$ cat config.mk
export PLATFORM = sky130hd
export DESIGN_NAME = plm_dual
export DESIGN_NICKNAME = d
export VERILOG_FILES = /design/src/rtl/plm_pkg.sv /design/src/rtl/plm_frame_ctr.sv /design/src/rtl/plm_chan.sv /design/src/rtl/plm_dual.sv
export SDC_FILE = /design/constraint.sdc
export NUM_CORES = 1
export LEC_CHECK = 0
export BUFFER_PORTS_ARGS = -buffer_cell sky130_fd_sc_hd__buf_2
export CAP_MARGIN = 20
export CORE_UTILIZATION = 55
export CTS_BUF_LIST = sky130_fd_sc_hd__clkbuf_16
export DETAILED_ROUTE_END_ITERATION = 7
export GPL_TIMING_DRIVEN = 1
export HOLD_SLACK_MARGIN = 0.02
export PLACE_DENSITY = 0.74
export SETUP_SLACK_MARGIN = 0.05
export SYNTH_ARGS = -nofsm -noshare
export SYNTH_HDL_FRONTEND = slang
export SYNTH_HIERARCHICAL = 1
export SYNTH_SLANG_ARGS = --single-unit
$ cat constraint.sdc
create_clock -name clk -period 1.6 [get_ports clk]
set_clock_uncertainty 0.05 [all_clocks]
set_input_delay 0.4 -clock clk [delete_from_list [all_inputs] [get_ports clk]]
set_output_delay 0.4 -clock clk [all_outputs]
set_load 0.01 [all_outputs]
$ cat src/rtl/plm_pkg.sv
package plm_pkg;
  typedef enum logic {
    MODE_FAST = 1'b0,
    MODE_SLOW = 1'b1
  } plm_mode_e;

  localparam int unsigned DEF_VAL_W      = 8;
  localparam int unsigned DEF_SLOW_SHIFT = 4;
endpackage

$ cat src/rtl/plm_frame_ctr.sv
module plm_frame_ctr #(
  parameter int unsigned VAL_W      = plm_pkg::DEF_VAL_W,
  parameter int unsigned SLOW_SHIFT = plm_pkg::DEF_SLOW_SHIFT,
  localparam int unsigned CW        = VAL_W + SLOW_SHIFT
) (
  input  logic          clk,
  input  logic          rst,
  input  logic          tick,
  input  logic          slow,
  output logic [CW-1:0] cnt,
  output logic          wrap
);
  localparam logic [CW-1:0] FAST_LEN = CW'(1) << VAL_W;

  logic end_fast, end_slow;

  // Frame end depends on the live mode bit (unbuffered).
  assign end_fast = &cnt[VAL_W-1:0];
  assign end_slow = &cnt;
  assign wrap     = tick && ((slow == plm_pkg::MODE_SLOW) ? end_slow : end_fast);

  always_ff @(posedge clk) begin
    if (rst)       cnt <= '0;
    else if (wrap) cnt <= '0;
    else if (tick) cnt <= cnt + 1'b1;
  end

  assert_idle_hold_R6: assert property (@(posedge clk) disable iff (rst)
    !tick |=> $stable(cnt));

  assert_fast_bound_R2: assert property (@(posedge clk) disable iff (rst)
    (!slow && cnt < FAST_LEN) |=> cnt < FAST_LEN);
endmodule

$ cat src/rtl/plm_chan.sv
module plm_chan #(
  parameter int unsigned VAL_W      = plm_pkg::DEF_VAL_W,
  parameter int unsigned SLOW_SHIFT = plm_pkg::DEF_SLOW_SHIFT,
  localparam int unsigned CW        = VAL_W + SLOW_SHIFT
) (
  input  logic             clk,
  input  logic             rst,
  input  logic             wr,
  input  logic [VAL_W-1:0] wr_data,
  input  logic             slow,
  input  logic [CW-1:0]    cnt,
  input  logic             wrap,
  output logic             pwm
);
  logic [VAL_W-1:0] hold_q;
  logic [VAL_W-1:0] active_q;
  logic             hit;

  // Slow mode compares the coarse count, i.e. value x 2^SLOW_SHIFT ticks.
  always_comb begin
    if (slow == plm_pkg::MODE_SLOW) hit = cnt[CW-1:SLOW_SHIFT] < active_q;
    else                            hit = cnt < {{SLOW_SHIFT{1'b0}}, active_q};
  end

  always_ff @(posedge clk) begin
    if (rst) begin
      hold_q   <= '0;
      active_q <= '0;
      pwm      <= 1'b0;
    end else begin
      if (wr)   hold_q   <= wr_data;
      if (wrap) active_q <= hold_q;
      pwm <= hit;
    end
  end

  assert_buffered_R5: assert property (@(posedge clk) disable iff (rst)
    !wrap |=> $stable(active_q));

  assert_zero_low_R4: assert property (@(posedge clk) disable iff (rst)
    (active_q == '0) |=> !pwm);
endmodule

$ cat src/rtl/plm_dual.sv
module plm_dual #(
  parameter int unsigned VAL_W      = plm_pkg::DEF_VAL_W,
  parameter int unsigned SLOW_SHIFT = plm_pkg::DEF_SLOW_SHIFT
) (
  input  logic             clk,
  input  logic             rst,
  input  logic             tick_en,
  input  logic             wr_a,
  input  logic             wr_b,
  input  logic [VAL_W-1:0] wr_data,
  input  logic             slow_a,
  input  logic             slow_b,
  output logic             pwm_a,
  output logic             pwm_b
);
  localparam int unsigned NCH = 2;
  localparam int unsigned CW  = VAL_W + SLOW_SHIFT;

  logic [NCH-1:0] wr_v, slow_v, pwm_v, wrap_v;
  logic [CW-1:0]  cnt_v [NCH];

  assign wr_v   = {wr_b, wr_a};
  assign slow_v = {slow_b, slow_a};
  assign pwm_a  = pwm_v[0];
  assign pwm_b  = pwm_v[1];

  for (genvar c = 0; c < NCH; c++) begin : g_ch
    plm_frame_ctr #(.VAL_W(VAL_W), .SLOW_SHIFT(SLOW_SHIFT)) ctr_i (
      .clk (clk),
      .rst (rst),
      .tick(tick_en),
      .slow(slow_v[c]),
      .cnt (cnt_v[c]),
      .wrap(wrap_v[c])
    );

    plm_chan #(.VAL_W(VAL_W), .SLOW_SHIFT(SLOW_SHIFT)) chan_i (
      .clk    (clk),
      .rst    (rst),
      .wr     (wr_v[c]),
      .wr_data(wr_data),
      .slow   (slow_v[c]),
      .cnt    (cnt_v[c]),
      .wrap   (wrap_v[c]),
      .pwm    (pwm_v[c])
    );
  end
endmodule

======== Yosys cells after proc, flatten, opt, wreduce, memory -nomap -nowiden ========
Index checks and enable logic that the tools add are counted.
word-level totals
  flip-flop bits (word level) ............. 58
  bits of input ports ..................... 15
  output and inout port bits .............. 2
  word-level logic and storage cells ...... 26
cells by class
  $add $sub $neg .......................... 2
  order comparisons ....................... 4
  multiplexer cells ....................... 4
  reduce and logical (&&, ||, !) cells .... 8
operator list
  operator               number
  $add 12x1->12 const B  2
  $lt 12x8->1            2
  $reduce_and 12->1      2
  $lt 8x8->1             2
  $reduce_and 8->1       2
  $mux 1                 4
  $reduce_or 2->1        2
  $logic_and 1x1->1      2

======== Longest topological paths before layout ========
Gate-level depths: netlist (run 1).
  depth in word-level cells ............... 4
  gate-level depth with buffers ........... 6
  depth with buffers taken out ............ 6

======== Hierarchy ========
The synthesis (run 1) kept the hierarchy.
modules (own cells, without submodules)
  module         instances  cells an instance  area an instance (µm²)  seq. area each (µm²)
  plm_chan       2          96                 937.1                   340.3
  plm_frame_ctr  2          59                 568.0                   240.2

======== Least setup slack after synthesis (run 1) ========
Ideal clock, no wire load.
  kind .................................... reg2reg
  start ................................... reg g_ch[0].ctr_i.cnt[0]
  end ..................................... reg g_ch[0].chan_i.active_q[1]
  library setup time ...................... 0.128 ns
  data arrival time ....................... 1.352 ns
  data required time ...................... 1.422 ns
  path slack .............................. 0.070 ns
  cell stages (with the launch flop) ...... 7
  path buffers ............................ 1
  period minus slack after synthesis ...... 1.530 ns
  cells stage by stage .................... dfxtp_1 > ha_1 > nand4_4 > a211oi_2 > buf_2 > mux2i_1 > nor2_1
on the way
  longest elaborated chain between the ends .. 3
  elaborated cells between the ends (all ways) .. 4
  those cells by class .................... 1 x mux; 3 x reduce/logical
RTL lines
  item                                                   RTL line                                  source
  start, declared                                        plm_frame_ctr.sv:10                       output logic [CW-1:0] cnt,
  start signal, assigned                                 plm_frame_ctr.sv:25                       else if (tick) cnt <= cnt + 1'b1;
  $reduce_and 12->1 or $reduce_and 8->1 (tied branches)  plm_frame_ctr.sv:19, plm_frame_ctr.sv:18
  $mux 1 (*)                                             plm_frame_ctr.sv:20                       assign wrap = tick && ((slow == plm_pkg::MODE_SLOW) ? end_slow : end_fast);
  $logic_and 1x1->1 (*)                                  plm_frame_ctr.sv:20
  via wrap_v[0]                                          plm_dual.sv:19                            logic [NCH-1:0] wr_v, slow_v, pwm_v, wrap_v;
  end signal, assigned                                   plm_chan.sv:32                            if (wrap) active_q <= hold_q;
  end, declared                                          plm_chan.sv:16                            logic [VAL_W-1:0] active_q;
Mark *: on every way through the listed nets, which the timed path passes. The rest lies on a longest branch.
A chain may end at the register's enable or synchronous reset.

======== Worst setup path in the final report (run 1) ========
  start ................................... reg g_ch[0].chan_i.active_q[6]
  end ..................................... reg g_ch[0].chan_i.pwm
on the way
  longest elaborated chain between the ends .. 2
  elaborated cells between the ends (all ways) .. 3
  those cells by class .................... 2 x order compare; 1 x mux
RTL lines
  item                                       RTL line                        source
  $lt 12x8->1 or $lt 8x8->1 (tied branches)  plm_chan.sv:22, plm_chan.sv:21
  $mux 1 (*)                                 plm_chan.sv:21                  if (slow == plm_pkg::MODE_SLOW) hit = cnt[CW-1:SLOW_SHIFT] < active_q;
  end signal, assigned                       plm_chan.sv:33                  pwm <= hit;
  end, declared                              plm_chan.sv:13                  output logic pwm
Every way passes the cells marked *; elsewhere a longest branch is shown, timed or not.

==> qor.yml, run 1 <==
r2r_cells: 5
power_per_cell_area_nw_per_um2: 943
hpwl_mm: 4.74
max_freq_mhz: 629
proportion_of_layout_cells_with_a_drive_suffix_above_1_pct: 26.1
vias: 2385
via_count_of_the_first_global_routing_pass: 2291
p_total_mw: 3.49
worstSetupPathType: "flop to flop"
remaining_global_route_overflow: 0
synth_enable_flop_cells: 0
ctsLongestPathBuffers: 2
pin_count: 17
initial_detailed_routing_violation_count: 85
initial_core_utilization_pct: 57.8
clock_insertion_delay_worst_skew_ps: 320
grt_pass1_wl_mm: 10.7
fill_cells: 380
maxSlewViolCount: 0
pre_antenna_drt_iters: 4
multi_input_comb_area_um2: 1780
vias_per_cell: 5.55
synthesis.yosys.warnings: 6
drv.max_cap_violation_count: 0
final-seq-area_um2: 1180
globalRouteTotalUtil_pct: 23.9
period_share_pct: 99.3
least_setup_slack_across_all_paths_after_layout_ps: 11.1
synth_fp_nets: 355
crit_path_max_fanout: 2
cts_tree: "yes"
fp.coreArea_um2: 5200
synth_seq_cells: 58
cts_made_buffers: 9
max-slew-margin-rel_pct: 73.7
cts.sinks: 58
remaining_antenna_violation_count: 0
drc: 0
die_height_um: 76.0
grt_setup_unrepaired: "true"
fp.dieW_um: 76.0
hold_ws_ps: 291
worstHoldPathCells: 2
placedInstanceArea_um2: 3300
worst-endpoint-arrival_ps: 1800
synthArstFlopShare_pct: 0
die_footprint_um2: 5770
n_antenna_cell: 0
initial_antenna_violation_count: 0
place.port_buffers: 16
setup-tns-final_ps: 0
post_placement_worst_setup_slack_ps: -37.8
synth.yosys.seq_area_share_pct: 38.6
place_congestion: 0.792
synthCells: 310
run_status: "complete, no violations"
crit_required_ps: 1810
layout_common_cells: "60 x nor2_1, 43 x dfxtp_1, 34 x mux2i_1"
synthesis.area_um2: 3010
static_leakage_power_nw: 1.55
startpoint_type: "flop"
synth.avg_cell_area_um2: 9.71
finalSetupViolCount: 0
min-delay-path-class: "input pin to flop"
syn_to_final_growth_pct: 23.1
clock_tree.root_cell: "clkbuf_16"
grt_max_degree: 29
finish.net_count: 401
post-route-cell-area_um2: 3710
distinct_cell_type_count_of_the_synthesized_netlist: 36
final.min_clock_period_ps: 1590
route.detailed.wl_per_inst_um: 15.4
setup.worst_path.end_class: "flop"
leading_register_cell_type_out_of_synthesis: "dfxtp_1"
layout.cells.most_common: "nor2_1"
worst-slew-pin-transition_ps: 393
vdd_ir_max_uv: 1030
cts_hold_buffers: 0
cts.htree.levels: 3
clkSlewWorstSetupHoldPaths_ps: 50
hold_violations: 0
routed_wl_mm: 6.63
floorplan.rows: 26
==> synth_stat cells, types with 4 or more instances <==
cell type  count  area (µm²)
nand3_1        4        20.0
ha_1          30         375
buf_6          4        45.0
buf_2          4        20.0
nand4_1       10        62.6
nor2b_1        4        25.0
o21ai_0        6        30.0
nand2_1        4        15.0
and4_1         6        52.6
a21oi_1        4        20.0
mux2i_1       34         340
nor2_2         4        25.0
nor3b_1        4        30.0
xnor2_1        8        70.1
dfxtp_1       58        1160
xor2_1        12         105
inv_1         16        60.1
nor2_1        60         225
and3_1         4        25.0
==> state kept, by name (all words and copies together), names as in the netlist <==
name                  flops
g_ch.ctr_i/cnt           24
g_ch.chan_i/active_q     16
g_ch.chan_i/hold_q       16
g_ch.chan_i/pwm           2
==> per-stage QoR <==
stage | util [%] | std cells
2_1_floorplan | - | 310
3_5_place_dp | 63.4 | 412
3_3_place_gp | 63.4 | 412
4_1_cts | 69.7 | 428
6_report | 71.2 | 430
5_1_grt | 71.2 | 430
==> path summary, 6_finish.rpt <==
path,start,endpoint,slack [ps]
hold reg to reg,g_ch[1].chan_i/hold_q[3],g_ch[1].chan_i/active_q[3],440
hold / removal,rst,g_ch[1].ctr_i/cnt[10],290
setup reg to reg,g_ch[0].chan_i/active_q[6],g_ch[0].chan_i/pwm,10
setup / recovery,g_ch[0].chan_i/active_q[6],g_ch[0].chan_i/pwm,10
==> layer usage <==
layer | part of all wire (%) | wire, µm | up-vias | global-route usage [%]
met1 | 46 | 3050 | 1117 | 29.4
met4 | 3.3 | 216 | 0 | 14.0
met5 | 0 | 0 | - | 0
met2 | 48 | 3160 | 62 | 38.8
li1 | - | - | 1185 | -
met3 | 3.2 | 215 | 21 | 4.79
==> report_power, final <==
part	leakage, nW	switching [mW]	total (mW)	internal [mW]
combinational	0.928	0.113	0.215	0.101
sequential	0.479	0.0282	1.51	1.49
clock	0.145	0.597	1.77	1.17
==> layout make-up <==
type / count / area share (%)
clock buffer: 9 / 6.08
clock inverter: 6 / 1.38
tap: 70 / 2.36
timing repair buffer: 47 / 8.64
sequential: 58 / 31.9
multi-input combinational: 224 / 48.0
inverter: 16 / 1.62
==> critical path, cell delays in order, from the launching register on <==
cell and delay, ps:
dfxtp_1 320, inv_1 70, ha_1 290, a21o_1 180, a2111oi_1 440, a32o_1 190
==> cell families (layout without fill, tap and decap cells) <==
logic type,Yosys count,after routing,share of synthesized area (%)
DFF,58,58,38.6
adders and majority gates,30,30,12.5
AOI/OAI and AO/OA,30,30,7.23
muxes,34,34,11.3
xor gates and xnor gates,20,20,5.82
and+or+nand+nor,110,110,19.7
buffers and inverters,28,78,4.90
==> timing repair <==
item	CTS	global route
setup endpoints to repair	10	24
buffers inserted	1	2
resized for setup	12	20
pin swaps	6	12
(Power assumes the default switching activity.)
==> run 2, diff against run 1 <==
Settings changed: PLACE_DENSITY 0.74 to 0.71.
Clock period 1.6 ns to 1.5 ns, I/O delays scaled along.
==> qor.yml, run 2 (synthesis gave the netlist of run 1 again) <==
grt_busiest_layer: "met2"  # unchanged
netSwitchingPower_mw: 0.909  # was 0.739 mW
crit_path_max_fanout: 2  # unchanged
initial_core_utilization_pct: 57.8  # unchanged
remaining_global_route_overflow: 0  # unchanged
route.detailed.wl_per_inst_um: 16.1  # was 15.4 µm
comb_power_share_pct: 5.7  # was 6.2%
min-delay-path-class: "input pin to flop"  # unchanged
setup.reg_to_reg.worst_slack_ps: -60  # was 10 ps
finish.net_count: 409  # was 401
max_freq_mhz: 641  # was 629 MHz
vias_per_cell: 5.58  # was 5.55
worstHoldPathCells: 2  # unchanged
largest_register_ff_count: 24  # unchanged
clock_power_share_pct: 52.8  # was 50.5%
max-slew-margin-rel_pct: 73.4  # was 73.7%
floorplan.rows: 26  # unchanged
power_per_cell_area_nw_per_um2: 1000  # was 943 nW/µm²
cts_tree: "yes"  # unchanged
pre_antenna_drt_iters: 4  # unchanged
startpoint_type: "flop"  # unchanged
min_to: "g_ch[0].ctr_i/cnt[10]"  # was g_ch[1].ctr_i/cnt[10]
drv.max_cap_violation_count: 0  # unchanged
fp.dieW_um: 76.0  # unchanged
least_setup_slack_across_all_paths_after_layout_ps: -60.6  # was 11.1 ps
r2r_cells: 6  # was 5
vias: 2451  # was 2385
final.min_clock_period_ps: 1560  # was 1590 ps
vdd_ir_max_uv: 804  # was 1030 µV
hold_path_startpoint: "rst"  # unchanged
global_route.usage.met1_pct: 32.5  # was 29.4%
run_status: "finished with violations"  # was complete, no violations
power.sequential.fraction_pct: 41.5  # was 43.3%
remaining_antenna_violation_count: 0  # unchanged
ctsLongestPathBuffers: 2  # unchanged
n_antenna_cell: 0  # unchanged
cts.sinks: 58  # unchanged
internal_power_mw: 2.98  # was 2.76 mW
cts_hold_buffers: 0  # unchanged
largestRegisters: "g_ch.ctr_i/cnt x24, g_ch.chan_i/active_q x16, g_ch.chan_i/hold_q x16"  # unchanged
cp_num_cells: 6  # was 5
cts_made_buffers: 9  # unchanged
clock_tree.root_cell: "clkbuf_16"  # unchanged
grt_met2_use_pct: 40.8  # was 38.8%
registers.top_by_ff_count: "g_ch.ctr_i/cnt"  # unchanged
via_count_of_the_first_global_routing_pass: 2418  # was 2291
worst-slew-pin-transition_ps: 396  # was 393 ps
hpwl_mm: 4.61  # was 4.74 mm
fp.coreArea_um2: 5200  # unchanged
failed_checks: "negative setup slack"
finalSetupViolCount: 8  # was 0
clock_insertion_delay_worst_skew_ps: 320  # about the same
path_cells: "inv_1, buf_4, ha_1, and4_1, o211ai_1, a32o_1"  # was inv_1, ha_1, a21o_1, a2111oi_1, a32o_1
cell_with_the_largest_stage_delay_on_the_worst_path: "dfxtp_1"  # was a2111oi_1
grt_max_degree: 33  # was 29
cts.htree.levels: 3  # unchanged
hold_ws_ps: 240  # was 291 ps
globalRouteTotalUtil_pct: 25.3  # was 23.9%
period_share_pct: 104  # was 99.3%
place_congestion: 0.878  # was 0.792
syn_to_final_growth_pct: 29.2  # was 23.1%
critical-path-max-stage-delay_ps: 330  # was 440 ps
die_footprint_um2: 5770  # unchanged
layout.cells.most_common: "nor2_1"  # unchanged
cell_family_with_most_cp_delay: "compound AO/OA/AOI/OAI gates"  # unchanged
static_leakage_power_nw: 1.59  # was 1.55 nW
initial_antenna_violation_count: 0  # unchanged
pin_count: 17  # unchanged
cp-startpoint: "g_ch[0].chan_i/active_q[6]"  # unchanged
initial_detailed_routing_violation_count: 113  # was 85
multi_input_comb_area_um2: 1860  # was 1780 µm²
power_switching_share_pct: 23.4  # was 21.1%
grt_setup_unrepaired: "true"  # unchanged
crit_required_ps: 1670  # was 1810 ps
final-seq-area_um2: 1190  # was 1180 µm²
worst-endpoint-arrival_ps: 1730  # was 1800 ps
setup.worst_path.end_class: "flop"  # unchanged
layout_common_cells: "59 x nor2_1, 41 x dfxtp_1, 35 x buf_4"  # was 60 x nor2_1, 43 x dfxtp_1, 34 x mux2i_1
timing.critical_path.buf_inv: 2  # was 1
hold_violations: 0  # unchanged
crit-reg2reg-capture: "g_ch[0].chan_i/pwm"  # unchanged
place.port_buffers: 16  # unchanged
clkSlewWorstSetupHoldPaths_ps: 60  # was 50 ps
worstSetupPathType: "flop to flop"  # unchanged
grt_pass1_wl_mm: 11.5  # was 10.7 mm
maxSlewViolCount: 0  # unchanged
grt_use_met3_pct: 6.83  # was 4.79%
drc: 0  # unchanged
proportion_of_layout_cells_with_a_drive_suffix_above_1_pct: 32.5  # was 26.1%
fill_cells: 355  # was 380
die_height_um: 76.0  # unchanged
setup-tns-final_ps: -192  # was 0 ps
routed_wl_mm: 7.07  # was 6.63 mm
timing.rr.start: "g_ch[0].chan_i/active_q[6]"  # unchanged
run 2: metal layers:
metal | routed length (µm) | share of wire (%) | up-vias
li1 | - | - | 1208
met1 | 3240 | 46 | 1164
met2 | 3470 | 49 | 71
met3 | 292 | 4.1 | 8
met4 | 72 | 1.0 | 0
met5 | 0 | 0 | -
run 2: stage by stage:
stage | instance area, µm² | cells | utilization (%) | worst slack [ps] | power, mW
global placement | 3380 | 419 | 65.0 | -52.5 | 1.84
floorplan | 3050 | 310 | - | 55.4 | 1.77
finish | 3890 | 439 | 74.7 | -60.6 | 3.89
CTS | 3780 | 436 | 72.6 | -44.9 | 3.89
detailed placement | 3380 | 419 | 65.0 | -71.6 | 1.85
global route | 3890 | 439 | 74.7 | -141 | 4.01
run 2: worst max path at each step:
stage / to / slack, ps
4_1_cts: g_ch[0].chan_i/active_q[7] / -40
3_3_place_gp: g_ch[0].chan_i/pwm / -50
2_1_floorplan: g_ch[0].chan_i/pwm / 60
6_report: g_ch[0].chan_i/pwm / -60
3_5_place_dp: g_ch[1].chan_i/active_q[3] / -70
5_1_grt: g_ch[0].chan_i/active_q[0] / -140
run 2: timing repair:
item / in CTS / in global routing
gates resized for setup: 27 / 18
setup endpoints to repair: 18 / 42
setup buffers: 1 / 3
pin swaps: 8 / 20
run 2: power by group through the flow:
stage               clock network, mW  registers, mW  logic, mW
floorplan                           0           1.64      0.134
global placement                    0           1.65      0.197
detailed placement                  0           1.65      0.205
CTS                              2.06           1.61      0.212
global route                     2.15           1.62      0.242
finish                           2.06           1.61      0.222
run 2: layout make-up:
cell class	count	share of cell area (%)
clock buffer	9	5.79
clock inverter	7	2.03
inverter	16	1.54
multi-input combinational	224	47.9
sequential	58	30.5
tap	70	2.25
timing repair buffer	55	9.97
